## config.mk

```make
export PLATFORM = sky130hd
export DESIGN_NAME = tod_clock
export DESIGN_NICKNAME = d
export VERILOG_FILES = /design/src/rtl/tod_pkg.sv /design/src/rtl/tod_prescaler.sv /design/src/rtl/tod_bcd_byte.sv /design/src/rtl/tod_clock.sv
export SDC_FILE = /design/constraint.sdc
export NUM_CORES = 1
export LEC_CHECK = 0
export ABC_CLOCK_PERIOD_IN_PS = 2600
export BUFFER_PORTS_ARGS = -buffer_cell sky130_fd_sc_hd__buf_2
export CAP_MARGIN = 20
export CORE_MARGIN = 2
export CORE_UTILIZATION = 55
export CTS_BUF_LIST = sky130_fd_sc_hd__clkbuf_8
export DETAILED_ROUTE_END_ITERATION = 8
export PLACE_DENSITY = 0.83
export REMOVE_ABC_BUFFERS = 1
export SLEW_MARGIN = 40
export SYNTH_ARGS = -nofsm -noshare
export SYNTH_HDL_FRONTEND = slang
export SYNTH_SLANG_ARGS = --single-unit
```

## constraint.sdc

```tcl
create_clock -name clk -period 2.6 [get_ports clk]
set_input_delay 0.78 -clock clk [delete_from_list [all_inputs] [get_ports clk]]
set_output_delay 0.78 -clock clk [all_outputs]
set_load 0.02 [all_outputs]
```

## src/rtl/tod_pkg.sv

```systemverilog
package tod_pkg;

    typedef logic [7:0] bcd_byte_t;

    typedef enum logic [1:0] {
        ACT_IDLE     = 2'd0,
        ACT_FRACTION = 2'd1,
        ACT_SECOND   = 2'd2,
        ACT_LOAD     = 2'd3
    } tod_action_e;

    localparam bcd_byte_t SEXAGESIMAL_TOP = 8'h59;
    localparam bcd_byte_t HOURS_TOP       = 8'h23;

endpackage

```

## src/rtl/tod_prescaler.sv

```systemverilog
module tod_prescaler #(
    parameter int TICKS_PER_SEC = 50
) (
    input  logic clk,
    input  logic rst_n,
    input  logic clear_i,
    input  logic tick_i,
    output logic second_o
);
    localparam int CW = (TICKS_PER_SEC > 1) ? $clog2(TICKS_PER_SEC) : 1;
    localparam logic [CW-1:0] LAST = CW'(TICKS_PER_SEC - 1);

    logic [CW-1:0] frac_q;
    logic          at_last;

    assign at_last  = (frac_q == LAST);
    assign second_o = tick_i && at_last && !clear_i;

    always_ff @(posedge clk or negedge rst_n) begin
        if (!rst_n) begin
            frac_q <= '0;
        end else if (clear_i) begin
            frac_q <= '0;
        end else if (tick_i) begin
            if (at_last) frac_q <= '0;
            else         frac_q <= frac_q + 1'b1;
        end
    end
endmodule

```

## src/rtl/tod_bcd_byte.sv

```systemverilog
module tod_bcd_byte
    import tod_pkg::*;
#(
    parameter bcd_byte_t LIMIT = 8'h59
) (
    input  logic      clk,
    input  logic      rst_n,
    input  logic      load_i,
    input  bcd_byte_t load_val_i,
    input  logic      step_i,
    output bcd_byte_t value_o,
    output logic      wrap_o
);
    bcd_byte_t value_q;
    bcd_byte_t value_d;
    logic      at_limit;

    assign at_limit = (value_q >= LIMIT);
    assign wrap_o   = step_i && at_limit && !load_i;
    assign value_o  = value_q;

    always_comb begin
        value_d = value_q;
        if (load_i) begin
            value_d = load_val_i;
        end else if (step_i) begin
            if (at_limit) begin
                value_d = 8'h00;
            end else if (value_q[3:0] >= 4'd9) begin
                value_d = {value_q[7:4] + 4'd1, 4'd0};
            end else begin
                value_d = {value_q[7:4], value_q[3:0] + 4'd1};
            end
        end
    end

    always_ff @(posedge clk or negedge rst_n) begin
        if (!rst_n) value_q <= 8'h00;
        else        value_q <= value_d;
    end
endmodule

```

## src/rtl/tod_clock.sv

```systemverilog
module tod_clock
    import tod_pkg::*;
#(
    parameter int TICKS_PER_SEC = 50
) (
    input  logic       clk,
    input  logic       rst_n,
    input  logic       tick_i,
    input  logic       load_i,
    input  logic [7:0] load_hours_i,
    input  logic [7:0] load_minutes_i,
    input  logic [7:0] load_seconds_i,
    output logic [7:0] hours_o,
    output logic [7:0] minutes_o,
    output logic [7:0] seconds_o
);
    tod_action_e action;
    logic second_done;
    logic sec_step, load_all;
    logic sec_wrap, min_wrap, hrs_wrap;

    tod_prescaler #(.TICKS_PER_SEC(TICKS_PER_SEC)) u_prescale (
        .clk(clk), .rst_n(rst_n), .clear_i(load_i), .tick_i(tick_i),
        .second_o(second_done)
    );

    always_comb begin
        if (load_i)           action = ACT_LOAD;
        else if (second_done) action = ACT_SECOND;
        else if (tick_i)      action = ACT_FRACTION;
        else                  action = ACT_IDLE;
    end

    always_comb begin
        sec_step = 1'b0;
        load_all = 1'b0;
        unique case (action)
            ACT_IDLE:     ;
            ACT_FRACTION: ;
            ACT_SECOND:   sec_step = 1'b1;
            ACT_LOAD:     load_all = 1'b1;
        endcase
    end

    tod_bcd_byte #(.LIMIT(SEXAGESIMAL_TOP)) u_seconds (
        .clk(clk), .rst_n(rst_n), .load_i(load_all), .load_val_i(load_seconds_i),
        .step_i(sec_step), .value_o(seconds_o), .wrap_o(sec_wrap)
    );

    tod_bcd_byte #(.LIMIT(SEXAGESIMAL_TOP)) u_minutes (
        .clk(clk), .rst_n(rst_n), .load_i(load_all), .load_val_i(load_minutes_i),
        .step_i(sec_wrap), .value_o(minutes_o), .wrap_o(min_wrap)
    );

    tod_bcd_byte #(.LIMIT(HOURS_TOP)) u_hours (
        .clk(clk), .rst_n(rst_n), .load_i(load_all), .load_val_i(load_hours_i),
        .step_i(min_wrap), .value_o(hours_o), .wrap_o(hrs_wrap)
    );

    logic unused_wrap;
    assign unused_wrap = hrs_wrap;
endmodule

```

==> results.yml <==
power_and_ir_drop:
  vdd_ir_drop_max_v: 0.000508
  p_total_mw: 1.73
  p_leak_nw: 1.16
  powerDensity_nw_per_um2: 713
clock_network:
  cts_setup_buffers: 0
  hold_buffers: 0
  cts_buffer_depth: 2
  clkTransAtPathRegs_ns: 0.07
  clockRootBuffer: "clkbuf_8"
  cts_tree: "done"
  worst_skew_pair.late_latency_ns: 0.29
  numCtsBuffers: 5
  post_cts_resized: 0
  clock_sinks: 30
  cts_max_level: 2
route:
  num_vias: 1843
  final_antenna_net_count: 0
  drtIter0Drc: 97
  drt-wirelength-per-cell_microns: 15.0
  routed_wl_mm: 4.66
  drc: 0
  drt-pass1-iter-count: 4
  vias_per_cell: 5.93
sta:
  hold_viol: 0
  final.period_utilization_pct: 86.3
  setup_viol: 0
  finalMaxSlewViolations: 0
  rsz0062_at_grt: "no"
  max-slew-margin-rel_pct: 56.9
  max_slew.worst_pin.slew_ns: 0.630
  clock_skew_ns: 0.00437
  fmax_mhz: 446
  tns_ns: 0
  period_needed_ns: 2.24
  setup_ws_ns: 0.356
critical_path:
  crit_path_end_kind: "flop"
  critical_path.slowest_cell: "or3b_1"
  crit_family: "simple AND/OR/NAND/NOR gates"
  path_cells: "ha_1 -> or3b_1 -> a41oi_1 -> or3_1 -> buf_4 -> mux2i_1"
  crit_fanout: 7
  slowest_delay_ns: 0.46
  cp_data_required_time_ns: 2.81
  startpoint_type: "flop"
  path_class: "flop to flop"
  arrival_ns: 2.46
  crit_buf_inv: 1
logic_synthesis:
  synth_edf_count: 0
  synth_area_per_cell_sq_um: 9.51
  syn_inst: 210
  async_flop_share_pct: 100
  seq_area_frac_synth_pct: 37.6
  synth_seq_cells: 30
  synth_top_family_by_area: "compound AO/OA/AOI/OAI gates"
  synth-adder-area-share_pct: 10.7
  synth-simple-area-share_pct: 16.5
  ys.flop_type: "dfrtp_1"
  synth_cell_type_count: 56
  ys_warn_count: 0
  synth.mux.area_fraction_pct: 3.07
  synth_xor_area_share_pct: 0.439
  netlist_area_sq_um: 2000
  synth-compound-area-share_pct: 26.8
die:
  num_rows: 21
  dieArea_sq_um: 4130
  chipWidth_microns: 64.3
  pin_count: 52
  core_area_sq_um: 3420
  die_y_microns: 64.3
  start_util_pct: 58.5
final_layout:
  final_area_sq_um: 2420
  antenna_cells: 0
  fin_util_pct: 70.9
  syn2layout_area_growth_pct: 21.2
  drive_above_1_share_pct: 27.5
  num-nets-final: 309
  final_cell_mix: "51 x buf_2, 30 x dfrtp_1, 18 x nand2_1"
  layout_commonest_cell: "buf_2"
  fill_cells: 288
placed_design:
  place_hpwl_mm: 3.41
  pre_cts_ws_ns: 0.213
  placed_area_sq_um: 2310
  portBuffers: 51
  gp_congestion: 0.843
global_route:
  gr-total-overflow: 0
  grt_start_max_net_pins: 31
  grt_use_total_pct: 23.9
  antenna_found_initial: 0
  grt_pass1_vias: 1700
  grt_pass1_wl_mm: 7.70
outcome:
  status: "completed"
flow_run:
  cap_violations: 0
hold_path:
  hold_class: "primary input to async pin"
-- per-layer routing --
layer,vias up,GRT usage [%],part of all wire (%)
met5,-,0,0
met4,0,10.6,0.99
met3,4,4.58,4.7
met2,49,38.4,48
met1,888,31.4,46
li1,902,-,-
-- final cells by class --
cell class                      count  area, sq um  area share (%)
Multi-Input combinational cell    155         1150            47.4
Inverter                           15         56.3            2.33
Clock buffer                        5         68.8            2.84
Tap cell                           46         57.6            2.38
Clock inverter                      3         40.0            1.65
Timing Repair Buffer               57          300            12.4
Sequential cell                    30          751            31.0
-- kinds of logic (layout without fill, tap and decap cells) --
family	count (synthesis)	in the layout
AO/OA/AOI/OAI	70	70
XOR/XNOR	1	1
adder cells (fa/ha/maj)	17	17
buffers and inverters	25	80
flip-flops	30	30
multiplexers	6	6
AND/OR/NAND/NOR	61	61
-- state kept, by name (all words and copies together), names as in the netlist --
name / cells
u_seconds.value_o: 8
u_minutes.value_o: 8
u_hours.value_o: 8
u_prescale.frac_q: 6
-- synthesized netlist by cell type (2+ instances only) --
cell type | number | area, sq um
and3_1 | 2 | 12.5
or3b_1 | 2 | 17.5
ha_1 | 17 | 213
nand2b_1 | 3 | 18.8
a211oi_1 | 4 | 30.0
buf_2 | 4 | 20.0
nand2_1 | 18 | 67.6
inv_1 | 15 | 56.3
and2_1 | 4 | 25.0
nor2b_1 | 2 | 12.5
a31o_2 | 2 | 17.5
a2bb2oi_1 | 2 | 17.5
nand3_1 | 7 | 35.0
o31ai_1 | 2 | 15.0
mux2i_1 | 5 | 50.1
a31oi_1 | 6 | 37.5
o21ai_0 | 13 | 65.1
clkbuf_1 | 6 | 22.5
o31a_1 | 3 | 26.3
o211ai_1 | 5 | 37.5
nor4_1 | 2 | 12.5
nor3b_1 | 2 | 15.0
nor3_1 | 2 | 10.0
dfrtp_1 | 30 | 751
o32a_1 | 4 | 40.0
a32oi_1 | 3 | 26.3
a22oi_1 | 2 | 15.0
a22o_1 | 5 | 43.8
a21oi_1 | 4 | 20.0
nor2_1 | 8 | 30.0
-- metrics by stage --
step           hold WS [ns]  std cells
2_1_floorplan         0.484        200
3_3_place_gp          0.508        303
3_5_place_dp          0.506        303
4_1_cts               0.524        311
5_1_grt               0.551        311
6_report              0.524        311
-- worst paths after layout --
kind	slack (ns)	startpoint	depth (start not counted)	end
worst max-delay path	0.36	u_minutes.value_o[0]	6	u_hours.value_o[0]
min in group clk	0.52	u_hours.value_o[6]	1	u_hours.value_o[6]
worst max register to register	0.36	u_minutes.value_o[0]	6	u_hours.value_o[0]
worst min-delay path	0.52	rst_n	1	u_minutes.value_o[2]
worst min register to register	0.52	u_hours.value_o[6]	1	u_hours.value_o[6]
max in group asynchronous	1.65	rst_n	1	u_prescale.frac_q[0]
-- power breakdown --
part           total (mW)  internal [mW]  switching [mW]
logic               0.586          0.246           0.340
registers           0.676          0.549           0.127
clock network       0.465          0.282           0.184
total                1.73           1.08           0.650
No activity file was read; power rests on OpenSTA's default activity.
